$ cat config.mk
export PLATFORM = sky130hd
export DESIGN_NAME = rgb656_fmt
export DESIGN_NICKNAME = d
export VERILOG_FILES = /design/src/rtl/rgb656_pkg.sv /design/src/rtl/rgb656_csc.sv /design/src/rtl/rgb656_field.sv /design/src/rtl/rgb656_seq.sv /design/src/rtl/rgb656_fmt.sv
export SDC_FILE = /design/constraint.sdc
export NUM_CORES = 1
export LEC_CHECK = 0
export BUFFER_PORTS_ARGS = -buffer_cell sky130_fd_sc_hd__buf_2
export CAP_MARGIN = 40
export CORE_ASPECT_RATIO = 1.75
export CORE_UTILIZATION = 45
export CTS_CLUSTER_DIAMETER = 150
export DETAILED_ROUTE_END_ITERATION = 7
export PLACE_DENSITY = 0.66
export REMOVE_ABC_BUFFERS = 1
export SYNTH_ARGS = -nofsm -noshare
export SYNTH_HDL_FRONTEND = slang
export SYNTH_SLANG_ARGS = --single-unit
$ cat constraint.sdc
create_clock -name clk -period 14.2 [get_ports clk]
set_input_delay 2.84 -clock clk [delete_from_list [all_inputs] [get_ports clk]]
set_output_delay 2.84 -clock clk [all_outputs]
set_load 0.03 [all_outputs]
$ cat src/rtl/rgb656_pkg.sv
package rgb656_pkg;

    typedef enum logic [2:0] {
        ST_IDLE,
        ST_EAV,
        ST_FILL,
        ST_SAV,
        ST_ACTIVE
    } seq_state_t;

    localparam logic [7:0] LUMA_MIN   = 8'd16;
    localparam logic [7:0] LUMA_MAX   = 8'd235;
    localparam logic [7:0] CHROMA_MIN = 8'd16;
    localparam logic [7:0] CHROMA_MAX = 8'd240;
    localparam logic [7:0] FILL_CHR   = 8'h80;
    localparam logic [7:0] FILL_LUM   = 8'h10;
    localparam logic [7:0] CODE_LEAD  = 8'hFF;
    localparam logic [7:0] CODE_ZERO  = 8'h00;

    // Fourth code word: 1 F V H and four protection bits.
    function automatic logic [7:0] trs_word(input logic f, input logic v, input logic h);
        return {1'b1, f, v, h, v ^ h, f ^ h, f ^ v, f ^ v ^ h};
    endfunction

endpackage

$ cat src/rtl/rgb656_csc.sv
module rgb656_csc
    import rgb656_pkg::*;
(
    input  logic        clk,
    input  logic        rst_n,
    input  logic        pix_acc,
    input  logic        pix_odd,
    input  logic [23:0] pix_rgb,
    output logic        pair_rdy,
    output logic [7:0]  y0,
    output logic [7:0]  y1,
    output logic [7:0]  cb,
    output logic [7:0]  cr
);

    logic [23:0] first_px;

    function automatic logic [7:0] clamp8(input int v, input logic [7:0] lo, input logic [7:0] hi);
        if (v < int'(lo)) return lo;
        if (v > int'(hi)) return hi;
        return 8'(v);
    endfunction

    function automatic logic [7:0] luma(input logic [23:0] p);
        int s;
        s = 66 * int'(p[23:16]) + 129 * int'(p[15:8]) + 25 * int'(p[7:0]) + 128;
        s = 16 + (s >>> 8);
        return clamp8(s, LUMA_MIN, LUMA_MAX);
    endfunction

    function automatic logic [7:0] chroma(input int kr, input int kg, input int kb,
                                          input int rs, input int gs, input int bs);
        int s;
        s = kr * rs + kg * gs + kb * bs + 256;
        s = 128 + (s >>> 9);
        return clamp8(s, CHROMA_MIN, CHROMA_MAX);
    endfunction

    int sum_r, sum_g, sum_b;
    always_comb begin
        sum_r = int'(first_px[23:16]) + int'(pix_rgb[23:16]);
        sum_g = int'(first_px[15:8])  + int'(pix_rgb[15:8]);
        sum_b = int'(first_px[7:0])   + int'(pix_rgb[7:0]);
    end

    always_ff @(posedge clk) begin
        if (!rst_n) begin
            first_px <= '0;
            pair_rdy <= 1'b0;
            y0       <= LUMA_MIN;
            y1       <= LUMA_MIN;
            cb       <= FILL_CHR;
            cr       <= FILL_CHR;
        end else begin
            pair_rdy <= pix_acc && pix_odd;
            if (pix_acc && !pix_odd) begin
                first_px <= pix_rgb;
            end
            if (pix_acc && pix_odd) begin
                y0 <= luma(first_px);
                y1 <= luma(pix_rgb);
                cb <= chroma(-38, -74, 112, sum_r, sum_g, sum_b);
                cr <= chroma(112, -94, -18, sum_r, sum_g, sum_b);
            end
        end
    end

    a_r2_luma_range: assert property (@(posedge clk) disable iff (!rst_n)
        pair_rdy |-> (y0 >= LUMA_MIN && y0 <= LUMA_MAX && y1 >= LUMA_MIN && y1 <= LUMA_MAX));

    a_r3_chroma_range: assert property (@(posedge clk) disable iff (!rst_n)
        pair_rdy |-> (cb >= CHROMA_MIN && cb <= CHROMA_MAX && cr >= CHROMA_MIN && cr <= CHROMA_MAX));

endmodule

$ cat src/rtl/rgb656_field.sv
module rgb656_field (
    input  logic clk,
    input  logic rst_n,
    input  logic line_start,
    input  logic frame_start,
    output logic keep_line,
    output logic f_next
);

    logic field_f;
    logic line_odd;
    logic odd_next;

    always_comb begin
        f_next    = frame_start ? ~field_f : field_f;
        odd_next  = frame_start ? 1'b1 : ~line_odd;
        keep_line = line_start && (odd_next == ~f_next);
    end

    always_ff @(posedge clk) begin
        if (!rst_n) begin
            field_f  <= 1'b1;
            line_odd <= 1'b0;
        end else if (line_start) begin
            field_f  <= f_next;
            line_odd <= odd_next;
        end
    end

    // each frame flips the field flag
    a_r6_field_flip: assert property (@(posedge clk) disable iff (!rst_n)
        (line_start && frame_start) |=> (field_f != $past(field_f)));

endmodule

$ cat src/rtl/rgb656_seq.sv
module rgb656_seq
    import rgb656_pkg::*;
#(
    parameter int ACTIVE_PIX  = 8,
    parameter int BLANK_BYTES = 4
) (
    input  logic       clk,
    input  logic       rst_n,
    input  logic       line_start,
    input  logic       keep_line,
    input  logic       f_next,
    input  logic       pix_valid,
    input  logic       pair_rdy,
    input  logic [7:0] y0,
    input  logic [7:0] y1,
    input  logic [7:0] cb,
    input  logic [7:0] cr,
    output logic       pix_acc,
    output logic       pix_odd,
    output logic [7:0] out_byte,
    output logic       out_stb
);

    localparam int CNT_MAX = (BLANK_BYTES > 4) ? BLANK_BYTES : 4;
    localparam int CNT_W   = $clog2(CNT_MAX);
    localparam int PIX_W   = $clog2(ACTIVE_PIX + 1);

    seq_state_t       state;
    logic [CNT_W-1:0] cnt;
    logic [PIX_W-1:0] pix_cnt;
    logic             f_line;
    logic             emit_on;
    logic [1:0]       emit_ph;

    assign pix_acc = pix_valid && !line_start && (state == ST_ACTIVE) &&
                     (pix_cnt < PIX_W'(ACTIVE_PIX));
    assign pix_odd = pix_cnt[0];

    function automatic logic [7:0] code_byte(input logic [CNT_W-1:0] idx,
                                             input logic f, input logic h);
        if (idx == CNT_W'(0)) return CODE_LEAD;
        if (idx == CNT_W'(3)) return trs_word(f, 1'b0, h);
        return CODE_ZERO;
    endfunction

    // State register process
    always_ff @(posedge clk) begin
        if (!rst_n) begin
            state   <= ST_IDLE;
            cnt     <= '0;
            pix_cnt <= '0;
            f_line  <= 1'b0;
        end else if (line_start) begin
            state   <= keep_line ? ST_EAV : ST_IDLE;
            cnt     <= '0;
            pix_cnt <= '0;
            f_line  <= f_next;
        end else begin
            unique case (state)
                ST_IDLE: begin
                end
                ST_EAV: begin
                    if (cnt == CNT_W'(3)) begin
                        state <= ST_FILL;
                        cnt   <= '0;
                    end else begin
                        cnt <= cnt + 1'b1;
                    end
                end
                ST_FILL: begin
                    if (cnt == CNT_W'(BLANK_BYTES - 1)) begin
                        state <= ST_SAV;
                        cnt   <= '0;
                    end else begin
                        cnt <= cnt + 1'b1;
                    end
                end
                ST_SAV: begin
                    if (cnt == CNT_W'(3)) begin
                        state <= ST_ACTIVE;
                        cnt   <= '0;
                    end else begin
                        cnt <= cnt + 1'b1;
                    end
                end
                ST_ACTIVE: begin
                    if (pix_acc) pix_cnt <= pix_cnt + 1'b1;
                end
            endcase
        end
    end

    // Output process
    always_ff @(posedge clk) begin
        if (!rst_n) begin
            out_byte <= 8'h00;
            out_stb  <= 1'b0;
            emit_on  <= 1'b0;
            emit_ph  <= 2'd0;
        end else begin
            out_byte <= 8'h00;
            out_stb  <= 1'b0;
            if (emit_on) begin
                out_stb <= 1'b1;
                emit_ph <= emit_ph + 1'b1;
                unique case (emit_ph)
                    2'd1:    out_byte <= y0;
                    2'd2:    out_byte <= cr;
                    default: begin
                        out_byte <= y1;
                        emit_on  <= 1'b0;
                    end
                endcase
            end else if (pair_rdy && state == ST_ACTIVE) begin
                out_byte <= cb;
                out_stb  <= 1'b1;
                emit_on  <= 1'b1;
                emit_ph  <= 2'd1;
            end else begin
                unique case (state)
                    ST_EAV: begin
                        out_byte <= code_byte(cnt, f_line, 1'b1);
                        out_stb  <= 1'b1;
                    end
                    ST_FILL: begin
                        out_byte <= cnt[0] ? FILL_LUM : FILL_CHR;
                        out_stb  <= 1'b1;
                    end
                    ST_SAV: begin
                        out_byte <= code_byte(cnt, f_line, 1'b0);
                        out_stb  <= 1'b1;
                    end
                    default: begin
                    end
                endcase
            end
        end
    end

    a_r1_no_pair_overlap: assert property (@(posedge clk) disable iff (!rst_n)
        pair_rdy |-> !emit_on);

    a_r4_code_lead: assert property (@(posedge clk) disable iff (!rst_n)
        (out_stb && out_byte == CODE_LEAD) |=> (out_stb && out_byte == CODE_ZERO));

    a_r7_pix_cap: assert property (@(posedge clk) disable iff (!rst_n)
        pix_cnt <= PIX_W'(ACTIVE_PIX));

    a_r8_quiet_byte: assert property (@(posedge clk) disable iff (!rst_n)
        !out_stb |-> (out_byte == 8'h00));

endmodule

$ cat src/rtl/rgb656_fmt.sv
module rgb656_fmt #(
    parameter int ACTIVE_PIX  = 8,
    parameter int BLANK_BYTES = 4
) (
    input  logic        clk,
    input  logic        rst_n,
    input  logic        pix_valid,
    input  logic [23:0] pix_rgb,
    input  logic        line_start,
    input  logic        frame_start,
    output logic [7:0]  out_byte,
    output logic        out_stb
);

    logic       keep_line, f_next;
    logic       pix_acc, pix_odd, pair_rdy;
    logic [7:0] y0, y1, cb, cr;

    rgb656_field field_i (
        .clk        (clk),
        .rst_n      (rst_n),
        .line_start (line_start),
        .frame_start(frame_start),
        .keep_line  (keep_line),
        .f_next     (f_next)
    );

    rgb656_csc csc_i (
        .clk     (clk),
        .rst_n   (rst_n),
        .pix_acc (pix_acc),
        .pix_odd (pix_odd),
        .pix_rgb (pix_rgb),
        .pair_rdy(pair_rdy),
        .y0      (y0),
        .y1      (y1),
        .cb      (cb),
        .cr      (cr)
    );

    rgb656_seq #(
        .ACTIVE_PIX (ACTIVE_PIX),
        .BLANK_BYTES(BLANK_BYTES)
    ) seq_i (
        .clk       (clk),
        .rst_n     (rst_n),
        .line_start(line_start),
        .keep_line (keep_line),
        .f_next    (f_next),
        .pix_valid (pix_valid),
        .pair_rdy  (pair_rdy),
        .y0        (y0),
        .y1        (y1),
        .cb        (cb),
        .cr        (cr),
        .pix_acc   (pix_acc),
        .pix_odd   (pix_odd),
        .out_byte  (out_byte),
        .out_stb   (out_stb)
    );

    // input pacing contract, at most one pixel every other cycle
    a_r1_input_spacing: assert property (@(posedge clk) disable iff (!rst_n)
        pix_valid |=> !pix_valid);

endmodule

Yosys cells after proc, flatten, opt, wreduce, memory -nomap -nowiden
Index checks and enable logic that the tools add are counted.
{ "word_totals": {"reg_bits": 81, "in_bits": 29, "output_inout_bits": 9, "wordCells": 185} }
{ "classes": {"add_sub_neg": 22, "multipliers": 12, "magnitude_cmp": 9, "n_eq_ne": 11, "n_mux": 93, "bitwise": 5, "n_reduce_logical": 17} }
{ "ops": {"columns": ["op", "n"], "rows": [
  ["$add A32 B32 Y32", 8],
  ["$mux W8", 26],
  ["$gt A32 B9 Y1 const B", 4],
  ["$lt A32 B6 Y1 const B", 4],
  ["$add A32 B10 Y32 const B", 2],
  ["$add A32 B9 Y32 const B", 2],
  ["$mul A4 B32 Y28 const A", 2],
  ["$mul A7 B32 Y31 const A", 2],
  ["$mux W1", 57],
  ["$add A6 B24 Y25 const A", 2],
  ["$add A9 B23 Y24 const A", 2],
  ["$mul A5 B32 Y31 const A", 1],
  ["$mul A6 B32 Y31 const A", 1],
  ["$mul A8 B8 Y16 const A", 2],
  ["$mul A6 B8 Y14 const A", 2],
  ["$add A8 B8 Y9", 3],
  ["$mul A5 B8 Y13 const A", 2],
  ["$pmux W8 S3", 1],
  ["$pmux W8 S2", 1],
  ["$mux W3", 4],
  ["$ne A3 B2 Y1 const B", 3],
  ["$pmux W3 S3", 1],
  ["$logic_and A1 B1 Y1", 7],
  ["$eq A3 B2 Y1 const B", 2],
  ["other kinds (18)", 28]
]} }

Logic depth before layout (Yosys ltp)
Gate-level depths: netlist of the first run.
{ "depth": {"word_depth": 16, "mapped_depth": 45, "ltp_nobuf": 44} }

Cells and area by module
From an unflattened synthesis of the first run, not the netlist that was laid out.
{ "hier_totals": {"cells_unflattened": 1867, "hier_area_um2": 16986.3} }
{ "by_module_without_submodules": {"columns": ["module", "instances", "cells_each", "area_per_inst_um2", "seq_area_each_um2"], "rows": [
  ["rgb656_csc", 1, 1714, 15697.6, 1141.1],
  ["rgb656_seq", 1, 141, 1188.6, 440.4],
  ["rgb656_field", 1, 12, 100.1, 40.0]
]} }

Worst setup path before layout of the first run
Ideal clock, no wire load.
{ "synth_timing": {"kind": "in2reg", "start": "input pix_rgb[8]", "end": "register csc_i.cb[5]", "setup_ns": 0.123, "arrival_time_ns": 12.348, "t_required_ns": 14.077, "path_slack_ns": 1.729, "path_stages": 45, "path_buffers": 2, "cell_sequence": "ha_1 > fa_1 > a21oi_1 > nor2_1 > nor2_1 > o21bai_1 > a21oi_1 > o21bai_1 > a21oi_1 > inv_1 > ha_1 > inv_1 > fa_1 > inv_1 > fa_1 > fa_1 > inv_1 > ha_1 > [9 not listed] > ha_1 > ha_1 > buf_6 > a21oi_2 > o21ai_0 > a41oi_1 > a21oi_1 > or2_2 > inv_1 > ha_1 > inv_1 > or4_1 > buf_2 > a2111oi_0 > o21ai_0 > a2111o_1 > o41ai_1 > nand2_1"} }
{ "synth_between": {"elab_chain_cells": 13, "elab_cells_between_ends": 18, "classes_between": "add/sub (5); mul (1); order compare (2); mux (10)"} }
{ "synth_rtl": {"columns": ["item", "line_no", "rtl"], "rows": [
  ["start: declaration", "rgb656_fmt.sv:8", "input logic [23:0] pix_rgb,"],
  ["$add A8 B8 Y9 (*)", "rgb656_csc.sv:42", "sum_g = int'(first_px[15:8]) + int'(pix_rgb[15:8]);"],
  ["$mul A7 B32 Y31 (*)", "rgb656_csc.sv:34", "s = kr * rs + kg * gs + kb * bs + 256;"],
  ["$add A32 B32 Y32 (*) (2 in a row)", "rgb656_csc.sv:34", null],
  ["$add A32 B10 Y32 (*)", "rgb656_csc.sv:34", null],
  ["$add A9 B23 Y24 (*)", "rgb656_csc.sv:35", "s = 128 + (s >>> 9);"],
  ["$gt A32 B9 Y1", "rgb656_csc.sv:20", "if (v > int'(hi)) return hi;"],
  ["$mux W1 (2 in a row)", "rgb656_csc.sv:20", null],
  ["$mux W1", "rgb656_csc.sv:59", "if (pix_acc && pix_odd) begin"],
  ["$mux W1", "rgb656_csc.sv:47", "if (!rst_n) begin"],
  ["$mux W8", "rgb656_csc.sv:21", "return 8'(v);"],
  ["$mux W8 (*)", "rgb656_csc.sv:20", null],
  ["end signal: assignment", "rgb656_csc.sv:62", "cb <= chroma(-38, -74, 112, sum_r, sum_g, sum_b);"],
  ["end: declaration", "rgb656_csc.sv:12", "output logic [7:0] cb,"]
]} }
Every way passes the cells marked *; elsewhere a longest branch is shown, timed or not. The select of a mux whose other input is x is not followed.
A chain may end at the register's enable or synchronous reset.

Worst setup path in the final report of the first run
{ "layout_timing": {"start": "input pix_rgb[8]", "end": "register csc_i.cb[6]"} }
The elaborated chain is that of the path after synthesis.

==> flow_summary.ini, run 1 <==
[run_status]
status = completed

[clock_tree]
clkTransAtPathRegs_ns = 0.07
root_buffer = clkbuf_16
ctsHoldBuffers = 0
cts_buffers = 9
h-tree-depth = 3
clock_latency_ns = 0.37
clkSinkCount = 81
cts_resized = 0
cts_tree = done
cts_setup_buffers = 0
clk_path_buf_depth = 2

[setup_path]
required_ns = 14.45
crit_fanout = 9
critPathLaunchType = input pin
ff2ff_path_depth = 43
crit_path_end_kind = flip-flop
crit_slowest_cell = or4_1
slowest_delay_ns = 0.64
crit_top_cell = inv_1
critPathKind = input pin to flip-flop
critical_path_arrival_ns = 13.73

[cells_and_area]
drive_above_1_share = 0.04193
final_common_cell = ha_1
antenna_cells = 0
regArea_um2 = 1622
final_cell_mix = ha_1 (496), inv_1 (378), a21oi_1 (194)
fillers = 4276
fin_area_um2 = 21000
fin_cells = 2975
areaGrowthSynthToFinish_pct = 5.647
multi_input_area_um2 = 16640
final_nets = 3054

[sta]
tightestPinTransition_ns = 0.9643
fin_skew_ns = 0.01019
hold_viol_final = 0
hold-worst-slack_ns = 0.4678
setup_violations = 0
finalSetupTns_ns = 0
rsz0062_at_grt = false
min_period_ns = 13.47
fmax_ghz = 0.07423
fin_crit_sh = 0.9487
maxSlewViolCount = 0
relSlewSlack = 0.3543

[drt]
ant_nets = 0
drcViolationCount = 0
vias_per_cell = 5.805
dr_total_vias = 17270
firstDrtPassIters = 5
drt_iter0_markers = 560
wl_per_cell_um = 19.33
wirelength_um = 57510

[run]
cap_violations = 0

[die]
ios = 38
die_area_um2 = 45050
rows = 101
core_um2 = 43470
die_w_um = 160.9
die_y_um = 280.0
start_util = 0.4572

[placement]
placed_area_um2 = 20640
dp_hpwl_um = 49970
dp.cells = 2959
gp_congestion = 0.9915
portBuffers = 37

[yosys]
yosysWarnings = 0
yosys_most_used_dff = dfxtp_1
ys_ff_latch = 81
syn-instance-count = 2394
avgSynthCellArea_um2 = 8.303
seq_area_frac_synth = 0.08158
async_flop_share = 0
synth_area_um2 = 19880
ys_types = 94
synth_edf_count = 0

[grt]
grt_max_degree = 38
antenna_found_initial = 0
grt_pass1_vias = 18410
grtUsageTotal = 0.2632
grt_pass1_wl_um = 92340
grt_remaining_overflow = 0

[hold_path]
hold_class = flip-flop to flip-flop
min_path_cells = 2
-- final cells by class --
| class | count | area share |
|---|---|---|
| inverter | 378 | 0.06757 |
| clock inverter | 7 | 0.006197 |
| timing repair buffer | 46 | 0.01221 |
| tap | 566 | 0.03372 |
| multi-input combinational | 1888 | 0.7924 |
| sequential | 81 | 0.07722 |
| clock buffer | 9 | 0.01073 |
-- critical path, delay by kind of cell --
family / cells / cell delay (ns)
AOI/OAI and AO/OA: 13 / 3.55
and+or+nand+nor: 11 / 2.09
xor gates and xnor gates: 1 / 0.25
buffers and inverters: 8 / 0.69
adders and majority gates: 11 / 4.29
-- layer usage --
metal,GRT usage,vias up,wire length (um)
met5,0,-,0
met1,0.2377,8182,19680
met3,0.02232,239,1498
li1,-,8411,-
met2,0.5062,439,30170
met4,0.2501,0,6165
-- stage by stage --
step / util / setup WS, ns
floorplan: - / 1.740
global placement: 0.4743 / 0.7405
detailed placement: 0.4749 / 0.4158
CTS: 0.4830 / 0.7825
global route: 0.4830 / 0.002027
finish: 0.4830 / 0.7283
-- logic make-up after synthesis --
logic type / count (synthesis) / synth area share
compound gates: 567 / 0.1894
xor+xnor: 163 / 0.07252
fa+ha+maj: 621 / 0.4381
buf+inv: 425 / 0.08133
flops: 81 / 0.08158
mux: 9 / 0.005413
simple gates: 528 / 0.1316
-- cells in the mapped netlist (12+ instances only) --
master / n / area share
a211oi_1: 17 / 0.0064
a21o_1: 42 / 0.016
a21oi_1: 194 / 0.049
a31oi_1: 15 / 0.0047
a41oi_1: 13 / 0.0057
and2_1: 21 / 0.0066
and3_1: 24 / 0.0076
clkbuf_1: 37 / 0.0070
dfxtp_1: 81 / 0.082
fa_1: 125 / 0.13
ha_1: 496 / 0.31
inv_1: 378 / 0.071
nand2_1: 165 / 0.031
nand2b_1: 23 / 0.0072
nand3_1: 34 / 0.0086
nand4_1: 19 / 0.0060
nor2_1: 121 / 0.023
nor2b_1: 12 / 0.0038
nor3_1: 41 / 0.010
o21ai_0: 94 / 0.024
o21bai_1: 39 / 0.015
or3_1: 17 / 0.0054
xnor2_1: 110 / 0.048
xor2_1: 52 / 0.023
-- state kept, by name, indices dropped and copies added, names as in the netlist --
| signal | flops |
|---|---|
| csc_i.first_px | 24 |
| csc_i.cb | 8 |
| csc_i.cr | 8 |
| csc_i.y0 | 8 |
| csc_i.y1 | 8 |
| seq_i.out_byte | 8 |
| seq_i.pix_cnt | 4 |
| seq_i.state | 3 |
| seq_i.cnt | 2 |
| seq_i.emit_ph | 2 |
| csc_i.pair_rdy | 1 |
| field_i.field_f | 1 |
| field_i.line_odd | 1 |
| seq_i.emit_on | 1 |
| seq_i.f_line | 1 |
| seq_i.out_stb | 1 |
-- final timing paths --
kind                                  start                  endpoint  slack, ns
min reg2reg        csc_i.y0[0]$_SDFFE_PN0P_  csc_i.y0[0]$_SDFFE_PN0P_       0.47
min                csc_i.y0[0]$_SDFFE_PN0P_  csc_i.y0[0]$_SDFFE_PN0P_       0.47
max                              pix_rgb[8]  csc_i.cb[6]$_SDFFE_PN0P_       0.73
max reg2reg  csc_i.first_px[8]$_SDFFE_PN0P_  csc_i.cb[6]$_SDFFE_PN0P_       2.99
Power of run 1 is not shown: default switching activity piles up to over one toggle a cycle in this logic, so the estimate is an artifact.
==> run 2, diff against run 1 <==
==> constraint.sdc (replaced) <==
create_clock -name clk -period 12.4 [get_ports clk]
set_input_delay 2.48 -clock clk [delete_from_list [all_inputs] [get_ports clk]]
set_output_delay 2.48 -clock clk [all_outputs]
set_load 0.03 [all_outputs]
==> run 2 against run 1 <==
Sequential share of layout area is 0.25 points lower. Via count rose by 1.0%. Final area is 3.4% higher. Register-to-register slack lost 0.74 ns. Clock skew increased by 0.0070 ns. Core utilization is 1.6 points higher. Routed wire length increased by 1.7%. Critical path depth shrank 5. First-iteration DRC count increased by 37%. Sequential cell count unchanged. Count of clock-buffer cells in the layout unchanged. Die area stayed put. Critical endpoint unchanged. Largest cell class unchanged. Highest routed layer unchanged.
==> flow_summary.ini, run 2 (same netlist as run 1, synthesis figures left out) <==
[hold_path]
min_path_cells = 2
hold_class = flip-flop to flip-flop

[cells_and_area]
final_nets = 3123
drive_above_1_share = 0.08111
largest_register_ff_count = 24
antenna_cells = 0
final_util = 0.4994
fin_area_um2 = 21710
fillers = 4287
regMostFlops = csc_i.first_px
fin_cells = 3044
final_cell_mix = ha_1 (492), inv_1 (378), a21oi_1 (185)
areaGrowthSynthToFinish_pct = 9.228
final_common_cell = ha_1

[setup_path]
ff2ff_path_depth = 38
critical_path_arrival_ns = 12.19
crit_path_end_kind = flip-flop
crit_cells = 39
required_ns = 12.65
critPathLaunchType = input pin
crit_buf_inv = 2
crit_top_cell = ha_1
critPathKind = input pin to flip-flop
crit_fanout = 7
slowest_delay_ns = 0.61
crit_family = adder cells
crit_slowest_cell = or4_1

[sta]
hold_viol_final = 0
setup_violations = 0
fin_skew_ns = 0.01722
min_period_ns = 11.95
tightestPinTransition_ns = 0.9091
hold-worst-slack_ns = 0.4623
relSlewSlack = 0.3783
fmax_ghz = 0.08371
maxSlewViolCount = 0
fin_crit_sh = 0.9634

[clock_tree]
cts_buffers = 9
h-tree-depth = 3
cts_tree = done
clk_path_buf_depth = 2
clock_latency_ns = 0.37
clkSinkCount = 81
cts_setup_buffers = 0
clkTransAtPathRegs_ns = 0.07
root_buffer = clkbuf_16

[grt]
antenna_found_initial = 0
grtUsageTotal = 0.2675
grt_max_degree = 38
grt_pass1_wl_um = 93980
grt_pass1_vias = 18610
grt_remaining_overflow = 0

[die]
core_um2 = 43470
die_w_um = 160.9
rows = 101
ios = 38
die_y_um = 280.0
die_area_um2 = 45050
start_util = 0.4572

[drt]
drcViolationCount = 0
ant_nets = 0
wl_per_cell_um = 19.21
firstDrtPassIters = 7
drt_iter0_markers = 767
wirelength_um = 58490
vias_per_cell = 5.733
dr_total_vias = 17450

[run_status]
status = completed

[placement]
dp_hpwl_um = 50610
portBuffers = 37
placed_area_um2 = 21180
dp.cells = 3028
gp_congestion = 1.006

[run]
cap_violations = 0
## run 2: timing repair
| action | CTS | global route |
|---|---|---|
| resized for setup | 0 | 42 |
| hold buffers | 0 | 0 |
| endpoints found under the setup margin | 0 | 8 |
## run 2: final cells by class
cell class	instances	area, um2	share of cell area
Sequential cell	81	1622	0.07469
Clock buffer	9	225.2	0.01037
Tap cell	566	708.2	0.03262
Clock inverter	7	130.1	0.005994
Inverter	378	1419	0.06535
Multi-Input combinational cell	1888	16820	0.7745
Timing Repair Buffer	115	790.8	0.03642
## run 2: path summary, 6_finish.rpt
path	start	slack, ns	to
setup / recovery	pix_rgb[17]	0.45	csc_i.cb[6]$_SDFFE_PN0P_
hold / removal	csc_i.y0[1]$_SDFFE_PN0P_	0.46	csc_i.y0[1]$_SDFFE_PN0P_
setup reg to reg	csc_i.first_px[17]$_SDFFE_PN0P_	2.25	csc_i.cb[6]$_SDFFE_PN0P_
hold reg to reg	csc_i.y0[1]$_SDFFE_PN0P_	0.46	csc_i.y0[1]$_SDFFE_PN0P_
## run 2: stage by stage
stage               setup TNS [ns]  setup slack [ns]
floorplan                        0            0.3004
global placement          -0.01339         -0.007140
detailed placement         -0.7385           -0.2182
CTS                              0            0.1344
global route              -0.01059         -0.008663
finish                           0            0.4540
## run 2: worst min-delay path, stage by stage, from the launching register on
cell	delay, ns
dfxtp_1	0.33
nand2_1	0.05
o21ai_0	0.06
## run 2: routing by layer
layer,share of wire,track usage,vias up,wire [um]
met4,0.096,0.2179,0,5586
li1,-,-,8544,-
met5,0,0,-,0
met1,0.35,0.2502,8317,20470
met3,0.024,0.01729,204,1406
met2,0.53,0.5248,387,31020
Power of run 2 is left out for the same reason.
